File: src/rtl/serial_mac_pkg.sv
package serial_mac_pkg;
  // strobes from control to datapath, one set per cycle
  typedef struct packed {
    logic step;   // accumulator shifts and one product bit is emitted
    logic clear;  // accumulator base is zero for this step
    logic addEn;  // multiplicand is gated into the adder
  } macStrobe_t;
endpackage

File: src/rtl/serial_mac_ctrl.sv
module serial_mac_ctrl
  import serial_mac_pkg::*;
#(
  parameter int MC_W = 8,
  localparam int FLUSH_W = $clog2(MC_W + 1)
) (
  input  logic       clk,
  input  logic       rst_n,
  input  logic       bitValid,
  input  logic       bitIn,
  input  logic       bitStart,
  input  logic       bitLast,
  input  logic       accumMode,
  output macStrobe_t strobe,
  output logic       flushing
);
  logic [FLUSH_W-1:0] flushCnt;
  logic               beat;

  assign flushing = (flushCnt != '0);
  assign beat     = bitValid && !flushing;

  always_comb begin
    strobe.step  = beat || flushing;
    strobe.clear = beat && bitStart && !accumMode;
    strobe.addEn = beat && bitIn;
  end

  always_ff @(posedge clk or negedge rst_n) begin
    if (!rst_n) begin
      flushCnt <= '0;
    end else if (beat && bitLast && !accumMode) begin
      flushCnt <= FLUSH_W'(MC_W);
    end else if (flushing) begin
      flushCnt <= flushCnt - 1'b1;
    end
  end
endmodule

File: src/rtl/serial_mac_dp.sv
module serial_mac_dp
  import serial_mac_pkg::*;
#(
  parameter int MC_W = 8
) (
  input  logic            clk,
  input  logic            rst_n,
  input  logic            mcandLoad,
  input  logic [MC_W-1:0] mcandIn,
  input  macStrobe_t      strobe,
  output logic            prodValid,
  output logic            prodBit
);
  logic [MC_W-1:0] mcand;
  logic [MC_W-1:0] acc;
  logic [MC_W-1:0] base;
  logic [MC_W-1:0] gated;
  logic [MC_W:0]   sum;

  always_comb begin
    base  = strobe.clear ? '0 : acc;
    gated = mcand & {MC_W{strobe.addEn}};
    sum   = {1'b0, base} + {1'b0, gated};
  end

  always_ff @(posedge clk or negedge rst_n) begin
    if (!rst_n) begin
      mcand <= '0;
    end else if (mcandLoad) begin
      mcand <= mcandIn;
    end
  end

  always_ff @(posedge clk or negedge rst_n) begin
    if (!rst_n) begin
      acc       <= '0;
      prodBit   <= 1'b0;
      prodValid <= 1'b0;
    end else begin
      prodValid <= strobe.step;
      if (strobe.step) begin
        acc     <= sum[MC_W:1];
        prodBit <= sum[0];
      end
    end
  end
endmodule

File: src/rtl/serial_mac.sv
module serial_mac
  import serial_mac_pkg::*;
#(
  parameter int MC_W = 8
) (
  input  logic            clk,
  input  logic            rst_n,
  input  logic            mcandLoad,
  input  logic [MC_W-1:0] mcandIn,
  input  logic            bitValid,
  input  logic            bitIn,
  input  logic            bitStart,
  input  logic            bitLast,
  input  logic            accumMode,
  output logic            prodValid,
  output logic            prodBit
);
  macStrobe_t strobe;
  logic       flushing;

  serial_mac_ctrl #(.MC_W(MC_W)) ctrl_i (
    .clk(clk), .rst_n(rst_n),
    .bitValid(bitValid), .bitIn(bitIn), .bitStart(bitStart),
    .bitLast(bitLast), .accumMode(accumMode),
    .strobe(strobe), .flushing(flushing)
  );

  serial_mac_dp #(.MC_W(MC_W)) dp_i (
    .clk(clk), .rst_n(rst_n),
    .mcandLoad(mcandLoad), .mcandIn(mcandIn),
    .strobe(strobe),
    .prodValid(prodValid), .prodBit(prodBit)
  );
endmodule

File: config.mk
export PLATFORM = sky130hd
export DESIGN_NAME = serial_mac
export DESIGN_NICKNAME = d
export VERILOG_FILES = /design/src/rtl/serial_mac_pkg.sv /design/src/rtl/serial_mac_ctrl.sv /design/src/rtl/serial_mac_dp.sv /design/src/rtl/serial_mac.sv
export SDC_FILE = /design/constraint.sdc
export NUM_CORES = 1
export LEC_CHECK = 0
export BUFFER_PORTS_ARGS = -buffer_cell sky130_fd_sc_hd__buf_2
export CELL_PAD_IN_SITES_DETAIL_PLACEMENT = 0
export CELL_PAD_IN_SITES_GLOBAL_PLACEMENT = 1
export CORE_MARGIN = 4
export CORE_UTILIZATION = 46
export CTS_BUF_LIST = sky130_fd_sc_hd__clkbuf_4 sky130_fd_sc_hd__clkbuf_8
export CTS_CLUSTER_SIZE = 16
export DETAILED_ROUTE_END_ITERATION = 7
export GPL_ROUTABILITY_DRIVEN = 0
export PLACE_DENSITY_LB_ADDON = 0.1
export SLEW_MARGIN = 0
export SYNTH_ARGS = -nofsm -noshare
export SYNTH_HDL_FRONTEND = slang
export SYNTH_SLANG_ARGS = --single-unit
File: constraint.sdc
create_clock -name clk -period 3.3 [get_ports clk]
set_input_delay 0.33 -clock clk [delete_from_list [all_inputs] [get_ports clk]]
set_output_delay 0.33 -clock clk [all_outputs]
set_load 0.1 [all_outputs]
==> results of run 1 <==
## sequential cells by signal, summed over array words and instances (netlist names)
register and cells:
dp_i.mcand 8, dp_i.prodValid 1, ctrl_i.flushCnt 4, dp_i.prodBit 1
dp_i.acc 8
## Yosys cell counts, types with 2 or more instances
cell / instances / area, sq um
sky130_fd_sc_hd__dfrtp_1: 22 / 551
sky130_fd_sc_hd__ha_1: 10 / 125
sky130_fd_sc_hd__and2_1: 9 / 56.3
sky130_fd_sc_hd__mux2_2: 8 / 90.1
sky130_fd_sc_hd__o21ai_0: 8 / 40.0
sky130_fd_sc_hd__nor2b_1: 7 / 43.8
sky130_fd_sc_hd__inv_1: 6 / 22.5
sky130_fd_sc_hd__nand2_1: 6 / 22.5
sky130_fd_sc_hd__nor2_1: 6 / 22.5
sky130_fd_sc_hd__a21oi_1: 4 / 20.0
sky130_fd_sc_hd__nor3_1: 4 / 20.0
sky130_fd_sc_hd__nor3b_1: 3 / 22.5
sky130_fd_sc_hd__a211oi_1: 2 / 15.0
sky130_fd_sc_hd__buf_6: 2 / 22.5
sky130_fd_sc_hd__mux2_1: 2 / 22.5
sky130_fd_sc_hd__nand3_1: 2 / 10.0
sky130_fd_sc_hd__o21ai_1: 2 / 10.0
sky130_fd_sc_hd__xnor2_1: 2 / 17.5
sky130_fd_sc_hd__xor2_1: 2 / 17.5
## metrics by stage
| stage | utilization | worst slack (ns) | power, uW | instance area (sq um) | hold slack (ns) |
|---|---|---|---|---|---|
| floorplan | - | 0.519 | 743 | 1380 | 0.0344 |
| global placement | 0.531 | 0.448 | 826 | 1490 | 0.316 |
| detailed placement | 0.531 | 0.403 | 834 | 1490 | 0.323 |
| CTS | 0.547 | 0.371 | 988 | 1540 | 0.240 |
| global route | 0.547 | 0.130 | 1060 | 1540 | 0.228 |
| finish | 0.547 | 0.380 | 972 | 1540 | 0.250 |
## cells in the final DEF (no fill, tap or decap), drive strengths merged, types with 2 or more instances in the layout
| cell type | n |
|---|---|
| a21oi | 5 |
| clkbuf | 4 |
| nor3 | 4 |
| nor3b | 4 |
| o21ai | 10 |
| nor2 | 6 |
| nand2 | 6 |
| xnor2 | 2 |
| nand3 | 2 |
| nor2b | 7 |
| a21o | 2 |
| buf | 19 |
| mux2 | 10 |
| and2 | 9 |
| inv | 6 |
| dfrtp | 22 |
| a211oi | 3 |
| ha | 10 |
| xor2 | 2 |
## logic make-up (layout without fill, tap and decap cells)
group / after synthesis / in the layout / synth area share
compound gates: 26 / 26 / 0.126
xor+xnor: 4 / 4 / 0.0254
fa+ha+maj: 11 / 11 / 0.105
buf+inv: 10 / 30 / 0.0389
flops: 22 / 22 / 0.399
mux: 11 / 11 / 0.0888
simple gates: 48 / 48 / 0.217
## worst max-delay path: stages (launching register included)
cell and delay (ns):
sky130_fd_sc_hd__dfrtp_1 0.43, sky130_fd_sc_hd__inv_1 0.10, sky130_fd_sc_hd__ha_1 0.16, sky130_fd_sc_hd__nor3b_2 0.33
sky130_fd_sc_hd__and4b_1 0.27, sky130_fd_sc_hd__nor2b_1 0.05, sky130_fd_sc_hd__ha_1 0.22, sky130_fd_sc_hd__fa_1 0.43
sky130_fd_sc_hd__a211oi_1 0.30, sky130_fd_sc_hd__or2_1 0.19, sky130_fd_sc_hd__a221oi_1 0.08, sky130_fd_sc_hd__o31a_1 0.25
## worst min-delay path by stage
stage / from / slack, ns / end
global placement: rst_n / 0.32 / dp_i.acc[4]
detailed placement: rst_n / 0.32 / dp_i.acc[4]
floorplan: rst_n / 0.03 / ctrl_i.flushCnt[0]
finish: mcandIn[4] / 0.25 / dp_i.mcand[4]
CTS: mcandIn[1] / 0.24 / dp_i.mcand[1]
global route: mcandIn[3] / 0.23 / dp_i.mcand[3]
## area by class of cell
type / instances / area (sq um)
clock buffers: 4 / 36.3
fillers: 253 / 1270
inverters: 6 / 22.5
multi-input cells: 100 / 777
flip-flops and latches: 22 / 551
well taps: 31 / 38.8
repair buffers: 20 / 110
## where the power goes
part	switching (uW)	internal [uW]
combinational	238	177
clock	81.2	67.2
sequential	56.3	352
## timing repair
action / 4_1_cts / 5_1_grt
resized for setup: 0 / 0
endpoints found under the setup margin: 0 / 0
setup buffers: 0 / 0
hold endpoints to repair: 22 / 0
hold buffers: 1 / 0
## per-layer routing
layer,global-route usage,vias to the layer above,share of wire
li1,-,506,-
met1,0.189,482,0.48
met2,0.246,18,0.48
met3,0.0306,2,0.035
met4,0.0413,0,0.0074
met5,0,-,0
==> results.md, run 1 <==
Outcome:
- The flow ran to the end, and the final reports show no timing, DRC or antenna violations.

Drt:
- The overall via count from detail_route is 1008.
- The wire length per cell is 14.0 microns.
- The count of antenna-violating nets left after detailed routing is 0.
- The violation count after the first detailed-routing iteration is 37.
- Using the TritonRoute via totals, the vias-per-cell ratio works out to 5.51.
- The total wire length after detailed routing is 2.57 mm.
- The iteration count of the initial detailed-routing pass is 4.
- The residual DRC count is 0.

CTS:
- The maximum buffer depth of the clock tree is 2.
- The clock reaches the later pin of the worst-skew pair after 0.30 ns.
- CTS built an H-tree with a depth of 1.
- The CTS buffer count is 3.
- Clock-pin slew was measured on the worst setup and hold paths at 0.12 ns.
- The root buffer cell is sky130_fd_sc_hd__clkbuf_4.
- The clock tree from TritonCTS is yes.
- The number of sinks driven by the clock tree is 22.

Placed design:
- Detailed placement finished with a half-perimeter wire length of 2.06 mm.
- Once placement completed, the tool counted placed cells totaling 178.
- The count of buffers added on input and output ports is 17.

Timing:
- Setup repair after global routing left no endpoint under its margin.
- The final worst-path cycle share is 0.885.
- The number of max-slew violations in the final report came to 0.
- The final worst clock skew is 0.00203 ns.
- The slew at the pin closest to its max-slew limit is 0.553 ns.
- In this run the tightest slew margin relative to its limit is 0.630.
- The clock period minus worst slack is 2.92 ns.
- The peak clock frequency supported by timing is 342 MHz.
- The setup TNS is 0 ns.
- The number of hold violations in the final report came to 0.
- Setup violations remaining at the end of the flow were counted as 0.

Synth:
- For this run, the leading register cell type out of synthesis is sky130_fd_sc_hd__dfrtp_1.
- Yosys mapped a number of flops with a built-in enable equal to 0.
- The per-instance average area after synthesis is 10.5 sq um.
- The share of flip-flops with an asynchronous set or reset after synthesis is 1.00.
- The synthesized flop and latch total is 22.
- The number of nets in the synthesized netlist is 159.
- Synthesis produced a netlist whose cell count is 132.
- Yosys printed 0 warnings.
- The number of unique standard cell types used by synthesis is 44.
- The post-synth design cell area is 0.00138 sq mm.
- The register area share after synthesis is 0.399.

Cells and area:
- The non-filler instance count after layout is 183.
- Relative to the synthesized area, the layout overhead comes to 11.1%.
- The fraction of layout cells with a size suffix above 1 is 0.237.
- The count of nets after finishing is 180.
- The antenna diode count is 0.

Critical path:
- The type of element capturing the critical path is a flip-flop.
- The type of the worst setup path is reg -> reg.
- The depth of the most critical reg-to-reg path is 11.
- In this run the critical register-to-register path is launched from ctrl_i.flushCnt[0].
- The category of the worst setup path launch point is a flip-flop.
- The peak fanout along the critical path is 7.
- The critical path starts at ctrl_i.flushCnt[0].
- STA puts the critical path data required time at 3.50 ns.
- Following the worst setup path forward leads to its endpoint at dp_i.acc[7].
- Setup slack on the worst reg-to-reg path comes out at 0.38 ns.
- The capture instance of the worst register-to-register path is dp_i.acc[7].
- At the worst endpoint, the arrival time is 3.12 ns.

Power and ir drop:
- For this design the static power due to leakage is 0.000726 uW.
- The power per standard cell area is 633 mW/mm^2.
- The worst vdd rail ir drop is 0.000378 V.

Hold path:
- The path class of the lowest-slack min-delay path is in -> reg.
- Counting instances, the worst hold path has a depth of 2.

Floorplan:
- The standard-cell row count is 19.
- The total die area is 0.00394 sq mm.
- For this design the top-level I/O count stands at 18.
- The die is 62.8 microns wide.
- The region available for standard cell placement spans 0.00281 sq mm.
- The initial utilization of the core area, before any placement, comes to 0.492.
- From bottom edge to top edge, the die measures 62.8 microns.

Global routing:
- The first global-routing pass estimated 4.65 mm of wire.
- For this run, the total global-route usage over all layers was measured as 0.146.
- The via count of the first global-routing pass is 1054.
- The total overflow left after global routing is 0.
- The initial antenna violation count is 0.
- The pin count of the biggest net entering global routing is 23.

Run:
- Max-cap violations in this run came to 0.
No activity file was read; power rests on OpenSTA's default activity.
==> run 2: changes to the inputs <==
Settings changed: HOLD_SLACK_MARGIN set to 0.08, SETUP_SLACK_MARGIN set to 0.5.
==> run 2 against run 1 <==
Maximum frequency is 8.6% higher. Die area stayed put. Critical path depth is the same. Non-clock buffer count increased by 1. Total power is 3.9% higher. Clock power about the same. Largest cell class unchanged.
==> results.md, run 2 (same netlist as run 1, synthesis figures left out) <==
Floorplan:
- The total die area is 0.00394 sq mm (unchanged).
- The vertical die dimension came to 62.8 microns (unchanged).
- The core area was 0.00281 sq mm (unchanged).
- The standard-cell row count is 19 (unchanged).
- The horizontal extent of the die is 62.8 microns (unchanged).
- The number of placed I/O pins came to 18 (unchanged).
- The initial core utilization is 0.492 (unchanged).

Power and ir drop:
- The power per standard cell area is 637 mW/mm^2 (+0.66%).
- The overall power consumption is 1010 uW (+3.9%).
- The reported leakage power is 0.000731 uW (+0.70%).
- The worst vdd rail ir drop is 0.000392 V (+3.6%).

Cells and area:
- The fraction of layout cells with a size suffix above 1 was 0.288 (+0.0507).
- The commonest non-fill, non-tap cell in the layout is sky130_fd_sc_hd__dfrtp_1.
- The count of nets after finishing is 181 (+0.56%).
- The antenna diode count was 0 (unchanged).
- In the layout the commonest cells are sky130_fd_sc_hd__dfrtp_1 (22), sky130_fd_sc_hd__buf_2 (17), sky130_fd_sc_hd__and2_1 (9), sky130_fd_sc_hd__ha_1 (9), sky130_fd_sc_hd__mux2_2 (8).
- The largest registers in the layout are dp_i.acc (8), dp_i.mcand (8), ctrl_i.flushCnt (4).
- The area overhead of the layout relative to synthesis is 14.8%.

Timing:
- The number of max-slew violations in the final report is 0 (unchanged).
- The setup TNS is 0 ns (unchanged).
- The worst-case setup margin in the final layout is 0.612 ns (+0.232 ns).
- The slew at the pin closest to its max-slew limit is 0.558 ns (+0.00479 ns).
- The count of endpoints failing setup in the final report is 0 (unchanged).
- The number of hold violations in the final report came to 0 (unchanged).
- The final worst-path cycle share came to 0.814 (-0.0704).
- The smallest hold slack is 0.249 ns (-0.00117 ns).
- The clock period minus worst slack is 2.69 ns (-0.232 ns).
- The tightest slew margin relative to the limit is 0.627 (-0.00321).
- Setup repair after global routing left no endpoint under its margin.
- The final worst clock skew was 0.00188 ns (-0.000157 ns).
- The peak clock frequency supported by timing was 372 MHz (+8.6%).

CTS:
- The clock-pin slew reported for the worst setup and hold paths after clock tree synthesis came to 0.12 ns (about the same).
- The number of sinks driven by the clock tree came to 22 (unchanged).
- The CTS buffer count is 3 (unchanged).
- TritonCTS built the clock tree.
- The worst-skew pair later-pin latency was 0.30 ns (about the same).
- The CTS H-tree depth came to 1 (unchanged).
- The root buffer cell is sky130_fd_sc_hd__clkbuf_4.
- The maximum buffer depth of the clock tree is 2 (unchanged).

Critical path:
- The data arrival time at the worst-slack endpoint is 2.88 ns (-0.24 ns).
- The required time at the endpoint of the critical path came to 3.49 ns (about the same).
- The type of the worst setup path is reg -> reg.
- The type of element capturing the critical path is a flip-flop.
- The worst register-to-register path ends at dp_i.acc[3].
- The setup slack on the worst flop-to-flop path was 0.61 ns (+0.23 ns).
- The worst reg2reg path startpoint is ctrl_i.flushCnt[0].
- STA classifies the critical path startpoint as a flip-flop.
- The peak fanout along the critical path is 8 (+1).
- The depth of the most critical reg-to-reg path is 11 (unchanged).

Hold path:
- In this run the most critical hold path is launched from mcandIn[7].
- The worst hold path depth was 2 (unchanged).
- The path class of the lowest-slack min-delay path is in -> reg.
- The end of the worst hold path is dp_i.mcand[7].

Global routing:
- The via count of the first global-routing pass is 1055 (+0.095%).
- The wire length of the first global-routing pass came to 4.66 mm (+0.15%).
- The total global routing track utilization was 0.147 (+0.000436).
- The global route total overflow came to 0 (unchanged).
- The initial antenna violation count is 0 (unchanged).
- The pin count of the biggest net entering global routing is 23 (unchanged).

Run:
- The max-cap check violation count is 0 (unchanged).

Drt:
- The total wire length after detailed routing was 2.64 mm (+2.8%).
- The iteration count of the initial detailed-routing pass is 4 (unchanged).
- The wire length per cell is 14.3 microns (+2.2%).
- The via density per instance is 5.50 (-0.15%).
- The residual DRC count is 0 (unchanged).
- The violation count after the first detailed-routing iteration is 31 (-16%).
- The overall via count from detail_route is 1012 (+0.40%).
- The count of antenna-violating nets left after detailed routing was 0 (unchanged).

Placed design:
- The count of input and output buffers is 17 (unchanged).
- The HPWL after detailed placement is 2.06 mm (unchanged).
- The post-place setup slack came to 0.403 ns (unchanged).

Outcome:
- The run finished with clean final reports.
run 2: cell types whose count changed in the layout (fill, tap and decap cells not counted), sizes merged:
cell and change:
buf +1
run 2: worst max-delay path, cell delays in order, from the launching register on:
cell and delay [ns]:
sky130_fd_sc_hd__dfrtp_1 0.40, sky130_fd_sc_hd__inv_1 0.08, sky130_fd_sc_hd__ha_1 0.22, sky130_fd_sc_hd__nor3b_4 0.16
sky130_fd_sc_hd__and3_4 0.21, sky130_fd_sc_hd__and2_1 0.18, sky130_fd_sc_hd__ha_4 0.18, sky130_fd_sc_hd__fa_2 0.42
sky130_fd_sc_hd__a21o_2 0.22, sky130_fd_sc_hd__a211o_1 0.30, sky130_fd_sc_hd__a21oi_2 0.16, sky130_fd_sc_hd__a21oi_2 0.04
run 2: worst max-delay path by stage:
stage | from | endpoint | slack (ns) | cells past startpoint
floorplan | ctrl_i.flushCnt[0] | dp_i.acc[7] | 0.52 | 12
global placement | ctrl_i.flushCnt[0] | dp_i.acc[5] | 0.45 | 11
detailed placement | ctrl_i.flushCnt[0] | dp_i.acc[7] | 0.40 | 11
CTS | ctrl_i.flushCnt[0] | dp_i.acc[7] | 0.51 | 11
global route | ctrl_i.flushCnt[0] | dp_i.acc[7] | 0.48 | 11
finish | ctrl_i.flushCnt[0] | dp_i.acc[3] | 0.61 | 11
run 2: layer usage:
layer	up-vias	part of all wire	track usage	wire length (microns)
met5	-	0	0	0
met4	0	0.012	0.0413	32
met3	4	0.040	0.0306	105
met2	22	0.48	0.246	1280
met1	479	0.46	0.190	1230
li1	507	-	-	-
run 2: layout make-up:
| type | instances | area [sq um] |
|---|---|---|
| fill | 247 | 1220 |
| multi-input combinational | 100 | 820 |
| sequential | 22 | 551 |
| timing repair buffer | 21 | 118 |
| tap | 31 | 38.8 |
| clock buffer | 4 | 36.3 |
| inverter | 6 | 22.5 |
run 2: timing repair:
| item | CTS | global route |
|---|---|---|
| gates resized for setup | 3 | 8 |
| pin swaps | 0 | 3 |
| endpoints found under the setup margin | 3 | 5 |
| endpoints found under the hold margin | 22 | 0 |
| setup buffers | 0 | 1 |
| hold buffers | 1 | 0 |
run 2: stage by stage:
stage / utilization / instance area, sq um / instances
2_1_floorplan: - / 1380 / 132
3_3_place_gp: 0.531 / 1490 / 178
3_5_place_dp: 0.531 / 1490 / 178
4_1_cts: 0.552 / 1550 / 183
5_1_grt: 0.565 / 1590 / 184
6_report: 0.565 / 1590 / 184
run 2: report_power, final:
group	switching [uW]	leakage, uW	internal, uW
combinational	253	0.000441	197
clock	81.2	0.0000210	67.3
sequential	60.4	0.000269	352
total	395	0.000731	616
==> run 3: changes to the inputs <==
Settings changed: ABC_AREA set to 1, CORE_UTILIZATION 46 to 39.
Clock period 3.3 ns to 2.4 ns, I/O delays scaled along.
==> run 3 against run 2 <==
Utilization shrank 3.2 points. Die area up 13%. Largest power group unchanged. Register-to-register slack worse by 0.45 ns. First-iteration DRC count up 120%. Maximum frequency is 20% higher. Sequential power up 21%. Area after synthesis is 2.8% lower. Synthesized cell count rose by 34%. Clock power rose by 97%. Critical path type unchanged. Clock-buffer cell count decreased by 1. Highest routed layer unchanged. Worst setup slack got worse by 0.45 ns.
==> results.md, run 3 <==
Synth:
- Of all cell types, the one taking the most synthesized area is sky130_fd_sc_hd__dfrtp_1.
- The post-synthesis cell count is 177 (+34%).
- The number of warnings reported in the yosys synthesis log was 0 (unchanged).
- The number of enable flip-flop cells after synthesis is 0 (unchanged).
- The top-area cell type share of the netlist area is 0.410 (+0.0115).
- The synthesized flop and latch total is 22 (unchanged).
- The register area share after synthesis was 0.410 (+0.0115).
- The most common cell in the synthesized netlist is sky130_fd_sc_hd__nand2_1.
- The per-instance average area after synthesis is 7.58 sq um (-28%).
- The dominant synthesized flop cell is sky130_fd_sc_hd__dfrtp_1.
- Sorting the synthesized cells by area gives the leading types as sky130_fd_sc_hd__dfrtp_1 (41%), sky130_fd_sc_hd__nand2_1 (12%), sky130_fd_sc_hd__ha_1 (9.3%), sky130_fd_sc_hd__inv_1 (8.1%), sky130_fd_sc_hd__nor2_1 (5.9%).
- Ranked by instance count, the synthesized netlist is headed by sky130_fd_sc_hd__nand2_1 (43), sky130_fd_sc_hd__inv_1 (29), sky130_fd_sc_hd__dfrtp_1 (22).
- The post-synth design cell area is 0.00134 sq mm (-2.8%).
- The number of unique standard cell types used by synthesis is 21 (-52%).
- The share of flip-flops with an asynchronous set or reset after synthesis is 1.00 (unchanged).
- The post-synthesis net count is 204 (+28%).

Cells and area:
- The share of the core filled with cells in the final layout came to 0.533 (-0.0319).
- The final instance area is 0.00178 sq mm (+12%).
- The largest registers in the layout are dp_i.acc (8), dp_i.mcand (8), ctrl_i.flushCnt (4).
- The fraction of layout cells with a size suffix above 1 was 0.311 (+0.0229).
- From synthesis to final layout, the design area changed by 32.5%.
- Leaving out fill and tap cells, the most frequent cell in the layout is sky130_fd_sc_hd__nand2_1.
- In the layout the commonest cells are sky130_fd_sc_hd__nand2_1 (36), sky130_fd_sc_hd__inv_1 (27), sky130_fd_sc_hd__dfrtp_1 (22), sky130_fd_sc_hd__buf_4 (21), sky130_fd_sc_hd__nor2_1 (18).
- The antenna diode count is 0 (unchanged).
- The count of nets after finishing was 247 (+36%).

Placed design:
- The placed instance area is 0.00151 sq mm (+1.1%).
- The count of input and output buffers came to 17 (unchanged).
- The HPWL after detailed placement is 2.22 mm (+7.9%).

Timing:
- The peak clock frequency supported by timing is 446 MHz (+20%).
- The slew at the pin closest to its max-slew limit is 0.508 ns (-0.0495 ns).
- The final worst clock skew came to 0.00491 ns (+0.00304 ns).
- The clock period minus worst slack came to 2.24 ns (-0.447 ns).
- The number of hold violations in the final report is 0 (unchanged).
- Setup repair after global routing could not meet its margin everywhere.
- The final worst-path cycle share is 0.934 (+0.119).
- The number of max-slew violations in the final report is 0 (unchanged).
- The count of endpoints failing setup in the final report is 0 (unchanged).
- The tightest slew margin relative to the limit is 0.661 (+0.0345).

Drt:
- The overall via count from detail_route came to 1223 (+21%).
- The via density per instance is 4.62 (-16%).
- The violation count after the first detailed-routing iteration is 69 (+120%).
- The count of antenna-violating nets left after detailed routing is 0 (unchanged).
- The wire length per cell came to 12.1 microns (-16%).
- The total wire length after detailed routing was 3.21 mm (+21%).
- The iteration count of the initial detailed-routing pass came to 4 (unchanged).
- The residual DRC count was 0 (unchanged).

Run:
- The max-cap check violation count was 0 (unchanged).

CTS:
- The CTS H-tree depth is 1 (unchanged).
- The maximum buffer depth of the clock tree came to 2 (unchanged).
- The clock-pin slew reported for the worst setup and hold paths after clock tree synthesis was 0.13 ns (about the same).
- TritonCTS built the clock tree.
- The worst-skew pair later-pin latency is 0.32 ns (+0.02 ns).
- The tree is rooted in a sky130_fd_sc_hd__clkbuf_4.
- The CTS buffer count is 3 (unchanged).
- The number of sinks driven by the clock tree is 22 (unchanged).

Outcome:
- The run finished with clean final reports.

Power and ir drop:
- The power per standard cell area is 818 mW/mm^2 (+28%).
- The worst vdd rail ir drop came to 0.000434 V (+11%).
- The reported leakage power is 0.000960 uW (+31%).

Critical path:
- The largest incremental delay on the critical path is 0.42 ns (about the same).
- The depth of the most critical reg-to-reg path is 14 (+3).
- The data arrival time at the worst-slack endpoint is 2.46 ns (-0.42 ns).
- The startpoint identified for the worst register-to-register timing path is ctrl_i.flushCnt[0].
- The required time at the endpoint of the critical path is 2.62 ns (-0.87 ns).
- The type of the worst setup path is reg -> reg.
- The category of the worst setup path launch point is a flip-flop.
- The slowest stage of the critical path is the sky130_fd_sc_hd__dfrtp_1 cell.
- The peak fanout along the critical path was 3 (-5).
- In this run the worst setup path terminates at dp_i.acc[3].
- The worst setup path is captured at a flip-flop.
- The most critical setup path has its startpoint at ctrl_i.flushCnt[0].
- Among the stages of the critical path, the cell type that occurs most often is sky130_fd_sc_hd__nand2_2.
- The setup slack on the worst flop-to-flop path is 0.16 ns (-0.45 ns).
- Walking the worst path, the cells encountered are inv_2 > ha_4 > nand2_4 > nor2_4 > nand2_2 > nor2_4 > nor2_2 > ha_2 > fa_2 > nand2_2 > nand2_2 > a21oi_1 > nand3b_1 > o21ai_1.
- The capture instance of the worst register-to-register path is dp_i.acc[3].

Global routing:
- The via count of the first global-routing pass was 1223 (+16%).
- The wire length of the first global-routing pass was 5.35 mm (+15%).
- The global route total overflow is 0 (unchanged).
- The initial antenna violation count is 0 (unchanged).
- The pin count of the biggest net entering global routing is 23 (unchanged).
- The total global routing track utilization came to 0.160 (+0.0132).

Floorplan:
- The horizontal extent of the die came to 66.7 microns (+6.2%).
- The initial core utilization is 0.402 (-0.0901).
- The vertical die dimension came to 66.7 microns (+6.2%).
- The standard-cell row count came to 21 (+2).
- The number of placed I/O pins is 18 (unchanged).
- The total die area is 0.00444 sq mm (+13%).
- The core area was 0.00334 sq mm (+19%).

Hold path:
- The min-delay analysis places its worst path in the category in -> reg.
==> run 3: cell count changes after synthesis, moves of 3 or more <==
cell,before,now
sky130_fd_sc_hd__nand3b_1,1,4
sky130_fd_sc_hd__o21ai_0,8,12
sky130_fd_sc_hd__and2_1,9,0
sky130_fd_sc_hd__nor3_1,4,1
sky130_fd_sc_hd__mux2_2,8,0
sky130_fd_sc_hd__nand3_1,2,13
sky130_fd_sc_hd__nor2b_1,7,0
sky130_fd_sc_hd__o21ai_1,2,5
sky130_fd_sc_hd__nand2_1,6,43
sky130_fd_sc_hd__nor3b_1,3,0
sky130_fd_sc_hd__inv_1,6,29
sky130_fd_sc_hd__nor2_1,6,21
==> run 3: final cells by class <==
class                      instances  area [sq um]
clock buffer                       3          22.5
clock inverter                     1          30.0
fill                             353          1560
inverter                          30           115
multi-input combinational        123           731
sequential                        22           551
tap                               46          57.6
timing repair buffer              40           273
==> run 3: what timing repair did <==
| action | CTS | global route |
|---|---|---|
| endpoints found under the setup margin | 8 | 8 |
| endpoints found under the hold margin | 22 | 0 |
| hold buffers | 1 | 0 |
| setup buffers | 11 | 10 |
| pin swaps | 18 | 11 |
| resized for setup | 11 | 6 |
==> run 3: how the worst min path moves through the flow <==
| stage | startpoint | endpoint | slack [ns] | cells after the start |
|---|---|---|---|---|
| after floorplan | rst_n | ctrl_i.flushCnt[0] | -0.06 | 0 |
| after global placement | rst_n | ctrl_i.flushCnt[2] | 0.24 | 1 |
| after detailed placement | rst_n | ctrl_i.flushCnt[3] | 0.24 | 1 |
| after CTS | mcandIn[3] | dp_i.mcand[3] | 0.12 | 3 |
| after global routing | mcandIn[3] | dp_i.mcand[3] | 0.12 | 3 |
| final | mcandIn[3] | dp_i.mcand[3] | 0.12 | 3 |
==> run 3: per-layer routing <==
layer | global-route usage | routed length (microns) | up-vias | share of wire
met2 | 0.282 | 1670 | 14 | 0.52
met5 | 0 | 0 | - | 0
met4 | 0.0609 | 54 | 0 | 0.017
met3 | 0.0253 | 76 | 6 | 0.024
li1 | - | - | 633 | -
met1 | 0.193 | 1410 | 570 | 0.44
==> run 3: power breakdown <==
| part | total (uW) | switching, uW | internal (uW) |
|---|---|---|---|
| clock | 293 | 124 | 169 |
| combinational | 666 | 374 | 292 |
| sequential | 497 | 42.2 | 454 |
==> run 3: critical path: cells and delay by family, from the launching register on <==
| kind | cells | cell delay, ns |
|---|---|---|
| and+or+nand+nor | 8 | 0.70 |
| adders and majority gates | 3 | 0.69 |
| DFF | 1 | 0.42 |
| AOI/OAI and AO/OA | 2 | 0.23 |
| buffers and inverters | 1 | 0.09 |
==> run 3: per-stage QoR <==
step                hold slack, ns  power (uW)  cells  setup slack, ns  setup TNS, ns
floorplan                  -0.0556         857    177            0.190              0
global placement             0.241         948    239           0.0785              0
detailed placement           0.244         961    239         -0.00637       -0.00637
CTS                          0.117        1370    255            0.199              0
global route                 0.117        1560    265          0.00133              0
finish                       0.119        1460    265            0.159              0
==> run 3: cell families (layout without fill, tap and decap cells) <==
family                   count (synthesis)  count (layout)  share of synthesized area
AO/OA/AOI/OAI                           21              21                     0.0783
buffers and inverters                   32              74                     0.0969
adder cells (fa/ha/maj)                 11              11                      0.108
flip-flops                              22              22                      0.410
XOR/XNOR                                 2               2                     0.0130
AND/OR/NAND/NOR                         89              89                      0.294
